--- src/rtl/sslv_pkg.sv ---
package sslv_pkg;

    localparam int CNT_W        = 4;
    localparam int STAT_OVR_BIT = 7;
    localparam int STAT_FUL_BIT = 6;
    localparam int STAT_EMP_BIT = 5;
    localparam int STAT_CLR_BIT = 0;

    typedef enum logic [2:0] {
        REG_CTRL  = 3'd0,
        REG_COUNT = 3'd1,
        REG_TXD   = 3'd2,
        REG_CSD   = 3'd3,
        REG_STAT  = 3'd4,
        REG_RXD   = 3'd5
    } reg_sel_e;

    typedef struct packed {
        logic rx_en;
        logic clk_en;
    } ctrl_t;

    // Length field value 0 encodes the full 2**CNT_W words.
    function automatic logic [CNT_W:0] len_goal(input logic [CNT_W-1:0] len);
        return (len == '0) ? (CNT_W+1)'(1 << CNT_W) : {1'b0, len};
    endfunction

endpackage

--- src/rtl/sslv_sync.sv ---
module sslv_sync #(
    parameter int W      = 2,
    parameter int STAGES = 2
) (
    input  logic         clk,
    input  logic         rst,
    input  logic [W-1:0] din,
    output logic [W-1:0] dout
);
    logic [STAGES-1:0][W-1:0] stg;

    always_ff @(posedge clk) begin
        if (rst) stg <= '0;
        else     stg <= {stg[STAGES-2:0], din};
    end

    assign dout = stg[STAGES-1];
endmodule

--- src/rtl/sslv_shift.sv ---
module sslv_shift #(
    parameter int DATA_W = 8
) (
    input  logic              clk,
    input  logic              rst,
    input  logic              clr,
    input  logic              en,
    input  logic              sck_s,
    input  logic              sdi_s,
    output logic              word_vld,
    output logic [DATA_W-1:0] word
);
    localparam int BC_W = $clog2(DATA_W);

    logic              sck_q;
    logic [BC_W-1:0]   bcnt;
    logic [DATA_W-2:0] sh;
    logic              take, last;

    assign take     = sck_s & ~sck_q & en;
    assign last     = (bcnt == BC_W'(DATA_W-1));
    assign word     = {sh, sdi_s};
    assign word_vld = take & last;

    always_ff @(posedge clk) begin
        if (rst) begin
            sck_q <= 1'b0;
            bcnt  <= '0;
            sh    <= '0;
        end else begin
            sck_q <= sck_s;
            if (clr) begin
                bcnt <= '0;
            end else if (take) begin
                sh   <= word[DATA_W-2:0];
                bcnt <= last ? '0 : bcnt + 1'b1;
            end
        end
    end
endmodule

--- src/rtl/sslv_fifo.sv ---
module sslv_fifo #(
    parameter int DATA_W = 8,
    parameter int DEPTH  = 16
) (
    input  logic                     clk,
    input  logic                     rst,
    input  logic                     clr,
    input  logic                     push,
    input  logic [DATA_W-1:0]        din,
    input  logic                     pop,
    output logic [DATA_W-1:0]        dout,
    output logic                     full,
    output logic [$clog2(DEPTH)-1:0] wptr
);
    localparam int PTR_W  = $clog2(DEPTH);
    localparam int FILL_W = PTR_W + 1;

    logic [DATA_W-1:0] mem [DEPTH];
    logic [PTR_W-1:0]  wp, rp;
    logic [FILL_W-1:0] fill;
    logic              do_push, do_pop;

    assign full    = (fill == FILL_W'(DEPTH));
    assign do_push = push & ~full;
    assign do_pop  = pop & (fill != '0);
    assign dout    = mem[rp];
    assign wptr    = wp;

    always_ff @(posedge clk) begin
        if (do_push) mem[wp] <= din;
    end

    always_ff @(posedge clk) begin
        if (rst || clr) begin
            wp   <= '0;
            rp   <= '0;
            fill <= '0;
        end else begin
            if (do_push) wp <= wp + 1'b1;
            if (do_pop)  rp <= rp + 1'b1;
            fill <= fill + FILL_W'(do_push) - FILL_W'(do_pop);
        end
    end
endmodule

--- src/rtl/sslv_rx_buf.sv ---
module sslv_rx_buf
    import sslv_pkg::*;
#(
    parameter int DATA_W      = 8,
    parameter int DEPTH       = 16,
    parameter int NUM_CS      = 4,
    parameter int SYNC_STAGES = 2
) (
    input  logic              clk,
    input  logic              rst,
    input  logic              bus_wr,
    input  logic              bus_rd,
    input  logic [2:0]        bus_addr,
    input  logic [DATA_W-1:0] bus_wdata,
    output logic [DATA_W-1:0] bus_rdata,
    input  logic              sck,
    input  logic              sdi,
    output logic              sdo,
    output logic [NUM_CS-1:0] cs_n,
    output logic              irq
);
    localparam int PTR_W = $clog2(DEPTH);

    ctrl_t             ctrl_q;
    logic [CNT_W-1:0]  len_q;
    logic [CNT_W:0]    armed_q, recvd_q, goal;
    logic              ovr_q, irq_q;
    reg_sel_e          sel;
    logic              wr_ok, wr_cnt, wr_txd, wr_stat;
    logic              ptr_clr, ovr_clr, arm_ok, rx_open;
    logic [1:0]        sync_o;
    logic              word_vld, full, pop;
    logic [DATA_W-1:0] word, rx_dout;
    logic [PTR_W-1:0]  wptr;

    assign sel     = reg_sel_e'(bus_addr);
    assign wr_ok   = bus_wr & ctrl_q.clk_en;
    assign wr_cnt  = wr_ok & (sel == REG_COUNT);
    assign wr_txd  = wr_ok & (sel == REG_TXD) & ctrl_q.rx_en;
    assign wr_stat = wr_ok & (sel == REG_STAT);
    assign ptr_clr = wr_stat & bus_wdata[STAT_CLR_BIT];
    assign ovr_clr = wr_stat & bus_wdata[STAT_OVR_BIT];
    assign goal    = len_goal(len_q);
    assign arm_ok  = wr_txd & (armed_q < goal);
    assign rx_open = ctrl_q.rx_en & (recvd_q < armed_q);
    assign pop     = bus_rd & (sel == REG_RXD);

    sslv_sync #(.W(2), .STAGES(SYNC_STAGES)) u_sync (
        .clk (clk),
        .rst (rst),
        .din ({sdi, sck}),
        .dout(sync_o)
    );

    sslv_shift #(.DATA_W(DATA_W)) u_shift (
        .clk     (clk),
        .rst     (rst),
        .clr     (ptr_clr | ~ctrl_q.rx_en),
        .en      (rx_open),
        .sck_s   (sync_o[0]),
        .sdi_s   (sync_o[1]),
        .word_vld(word_vld),
        .word    (word)
    );

    sslv_fifo #(.DATA_W(DATA_W), .DEPTH(DEPTH)) u_fifo (
        .clk (clk),
        .rst (rst),
        .clr (ptr_clr),
        .push(word_vld),
        .din (word),
        .pop (pop),
        .dout(rx_dout),
        .full(full),
        .wptr(wptr)
    );

    always_ff @(posedge clk) begin
        if (rst) begin
            ctrl_q  <= '0;
            len_q   <= '0;
            armed_q <= '0;
            recvd_q <= '0;
            ovr_q   <= 1'b0;
            irq_q   <= 1'b0;
        end else begin
            if (bus_wr && sel == REG_CTRL) begin
                ctrl_q.clk_en <= bus_wdata[0];
                ctrl_q.rx_en  <= bus_wdata[1] & bus_wdata[0];
            end
            if (wr_cnt) len_q <= bus_wdata[CNT_W-1:0];
            if (ptr_clr || wr_cnt) armed_q <= '0;
            else if (arm_ok)       armed_q <= armed_q + 1'b1;
            if (ptr_clr || wr_cnt) recvd_q <= '0;
            else if (word_vld)     recvd_q <= recvd_q + 1'b1;
            if (word_vld && full)  ovr_q <= 1'b1;
            else if (ovr_clr)      ovr_q <= 1'b0;
            irq_q <= word_vld && ((recvd_q + 1'b1) == goal);
        end
    end

    always_comb begin
        bus_rdata = '0;
        case (sel)
            REG_CTRL:  bus_rdata[1:0] = {ctrl_q.rx_en, ctrl_q.clk_en};
            REG_COUNT: bus_rdata[CNT_W-1:0] = len_q;
            REG_STAT: begin
                bus_rdata[STAT_OVR_BIT] = ovr_q;
                bus_rdata[STAT_FUL_BIT] = full;
                bus_rdata[STAT_EMP_BIT] = (armed_q == recvd_q);
                bus_rdata[PTR_W-1:0]    = wptr;
            end
            REG_RXD:   bus_rdata = rx_dout;
            default:   bus_rdata = '0;
        endcase
    end

    for (genvar c = 0; c < NUM_CS; c++) begin : g_cs
        assign cs_n[c] = 1'b1;
    end

    assign sdo = 1'b0;
    assign irq = irq_q;
endmodule

--- config.mk ---
export PLATFORM = sky130hd
export DESIGN_NAME = sslv_rx_buf
export DESIGN_NICKNAME = d
export VERILOG_FILES = /design/src/rtl/sslv_pkg.sv /design/src/rtl/sslv_sync.sv /design/src/rtl/sslv_shift.sv /design/src/rtl/sslv_fifo.sv /design/src/rtl/sslv_rx_buf.sv
export SDC_FILE = /design/constraint.sdc
export NUM_CORES = 1
export LEC_CHECK = 0
export BUFFER_PORTS_ARGS = -buffer_cell sky130_fd_sc_hd__buf_2
export CORE_UTILIZATION = 40
export DETAILED_ROUTE_END_ITERATION = 8
export SYNTH_ARGS = -nofsm -noshare
export SYNTH_HDL_FRONTEND = slang
export SYNTH_SLANG_ARGS = --single-unit
--- constraint.sdc ---
create_clock -name clk -period 4 [get_ports clk]
set_clock_uncertainty 0.15 [all_clocks]
set_input_delay 0.8 -clock clk [delete_from_list [all_inputs] [get_ports clk]]
set_output_delay 0.8 -clock clk [all_outputs]
set_load 0.03 [all_outputs]
==> flow_metrics.tcl <==
set metrics [dict create \
    status "completed" \
    p_clk_share_pct 45.8 \
    path_cells "buf_4 > mux4_2 > nand2_1 > nand2_1 > a32oi_1 > nand2_1 > buf_2" \
    post_cts_resized 0 \
    power-per-cell-area_nw_per_um2 460 \
    clock_latency_ns 0.42 \
    cp.buffers_inverters 2 \
    cap_violations 0 \
    grt_use_total_pct 17.6 \
    pin_count 31 \
    endpoint_kind "output port" \
    gr-total-overflow 0 \
    coreArea_um2 18800 \
    p_leak_uw 0.00298 \
    setup_violations 0 \
    synth_seq_area_share_pct 63.0 \
    synth_flop_cell "edfxtp_1" \
    dieArea_um2 19800 \
    cts_tree "built" \
    finalPower_uw 3980 \
    root_buffer "clkbuf_16" \
    critPathTopFamily "flip-flops" \
    hpwl_mm 10.8 \
    crit_type "reg -> out" \
    cp-start-kind "flip-flop" \
    drv_slew 0 \
    cts_sinks 178 \
    gp_congestion 0.790 \
    syn_inst 528 \
    synth_edf_count 128 \
    ff2ff_setup_slack_ns 0.83 \
    p_int_uw 3160 \
    crit_top_cell "nand2_1" \
    layout-drive-gt1-share_pct 18.2 \
    vias_per_cell 5.50 \
    hold_buffers 0 \
    area_growth_pct 12.5 \
    grt_pass1_wl_mm 25.3 \
    die_w_um 141 \
    cts_buffers 17 \
    num-fill-cells 1617 \
    grt_max_degree 29 \
    cts_buffer_depth 2 \
    busiest_layer "met2" \
    h-tree-depth 4 \
    pwr-share-seq_pct 49.8 \
    p_sw_uw 827 \
    crit_fanout 14 \
    drt_iter0_drc 275 \
    final_hold_viol_count 0 \
    start_util_pct 41.0 \
    grt_pass1_vias 4445 \
    setup-tns-final_ns 0 \
    routedWlPerCell_um 20.3 \
    clock.fmax_mhz 274 \
    dr.pass1.iters 5 \
    ys_types 63 \
    syn_area_per_cell_um2 14.6 \
    ant_nets 0 \
    met1_usage_pct 23.5 \
    seq_area_um2 4850 \
    rsz0062_at_grt "false" \
    fp-row-count 50 \
    yosysWarnings 0 \
    max_slew_margin_pct 51.0 \
    syn_area_um2 7690 \
    use_met2_pct 28.2 \
    hold_slack_ns 0.286 \
    use_met3_pct 4.72 \
    multi_input_area_um2 2610 \
    layout.nets 595 \
    portBuffers 22 \
    hold_class "reg -> reg" \
    switching_share_pct 20.8 \
    yosys_register_bits 178 \
    clk_pin_slew_ns 0.07 \
    worst_ep_required_time_ns 3.05 \
    die_y_um 141 \
    async_reset_ff_share_pct 0 \
    worst_pin_slew_ns 0.734 \
    route.detailed.drc 0 \
    postCtsSetupBuffers 0 \
    antenna_found_initial 0 \
    cp.arrival_ns 2.69 \
    period_share_pct 91.1 \
    diodes 0 \
    vias 4400 \
    combPwrFrac_pct 4.4 \
    ir_drop_mv 0.283 \
    mostFrequentLayoutCell "edfxtp_1" \
    wl_mm 16.2 \
    layout_common_cells "edfxtp_1 (128), dfxtp_1 (49), nor2_1 (47)" \
    max_stage_delay_ns 0.57 \
    fin_crit_ns 3.64 \
    crit_slowest_cell "dfxtp_2" \
]
==> flip-flops by register name, indices dropped and copies added (netlist names), named ones only <==
signal and cells:
u_fifo.fill 5, u_shift.sck_q 1, u_shift.bcnt 3, u_sync.stg 2, recvd_q 5, armed_q 5, u_shift.sh 7, ovr_q 1
u_fifo.rp 4, u_sync.dout 2, u_fifo.mem 128, u_fifo.wptr 4, ctrl_q 2, irq 1, len_q 4
==> logic make-up (layout without fill, tap and decap cells) <==
logic type      after synthesis  in the layout  share of synthesized area, %
xor+xnor                     20             20                          2.28
fa+ha+maj                    25             25                          4.16
mux                          57             57                          12.6
flops                       178            178                          63.0
simple gates                148            148                          10.2
compound gates               48             48                          4.39
other cells                   2              5                        0.0976
buf+inv                      50             85                          3.24
==> routing by layer <==
| layer | routed length, µm | share of wire [%] | up-vias |
|---|---|---|---|
| met5 | 0 | 0 | - |
| met4 | 245 | 1.5 | 0 |
| met3 | 735 | 4.5 | 16 |
| met2 | 7930 | 49 | 114 |
| met1 | 7330 | 45 | 2236 |
| li1 | - | - | 2034 |
==> path summary, 6_finish.rpt <==
check / startpoint / depth (start not counted) / to
setup / recovery: flip-flop / 7 / bus_rdata[5]
hold reg to reg: u_sync.stg[0] / 1 / u_sync.dout[0]
setup reg to reg: armed_q[2] / 14 / u_fifo.fill[4]
hold / removal: u_sync.stg[0] / 1 / u_sync.dout[0]
==> power by group through the flow <==
stage | combinational, µW | clock [µW] | sequential [µW]
floorplan | 141 | 0 | 2020
global placement | 164 | 0 | 2020
detailed placement | 176 | 0 | 2020
CTS | 177 | 1860 | 1980
global route | 196 | 1930 | 1990
finish | 176 | 1820 | 1980
==> layout make-up <==
class                      instances  area share [%]
timing repair buffer              30            1.97
tap                              234            3.38
clock inverter                    15            2.60
sequential                       178            56.0
multi-input combinational        303            30.1
inverter                          23           0.998
clock buffer                      17            4.92
==> synth_stat cells, types with 5 or more instances <==
cell type	count	area share, %
a21oi_1	12	0.78
a22oi_1	9	0.88
and3_1	15	1.2
buf_2	6	0.39
buf_4	8	0.78
clkbuf_1	6	0.29
dfxtp_1	50	13
edfxtp_1	128	50
ha_1	24	3.9
inv_1	22	1.1
mux2i_1	22	2.9
mux4_2	29	8.5
nand2_1	33	1.6
nand3_1	7	0.46
nand4_1	5	0.41
nor2_1	47	2.3
nor2b_1	9	0.73
nor3_1	5	0.33
o21ai_0	7	0.46
xnor2_1	12	1.4
xor2_1	8	0.91
==> stage by stage <==
stage | utilization, % | instance area, µm² | instances | setup slack [ns]
floorplan | - | 7700 | 531 | 0.946
global placement | 42.6 | 8000 | 768 | 0.652
detailed placement | 42.6 | 8000 | 768 | 0.560
CTS | 46.1 | 8650 | 800 | 0.290
global route | 46.1 | 8650 | 800 | 0.165
finish | 46.1 | 8650 | 800 | 0.355
(Power assumes the default switching activity.)
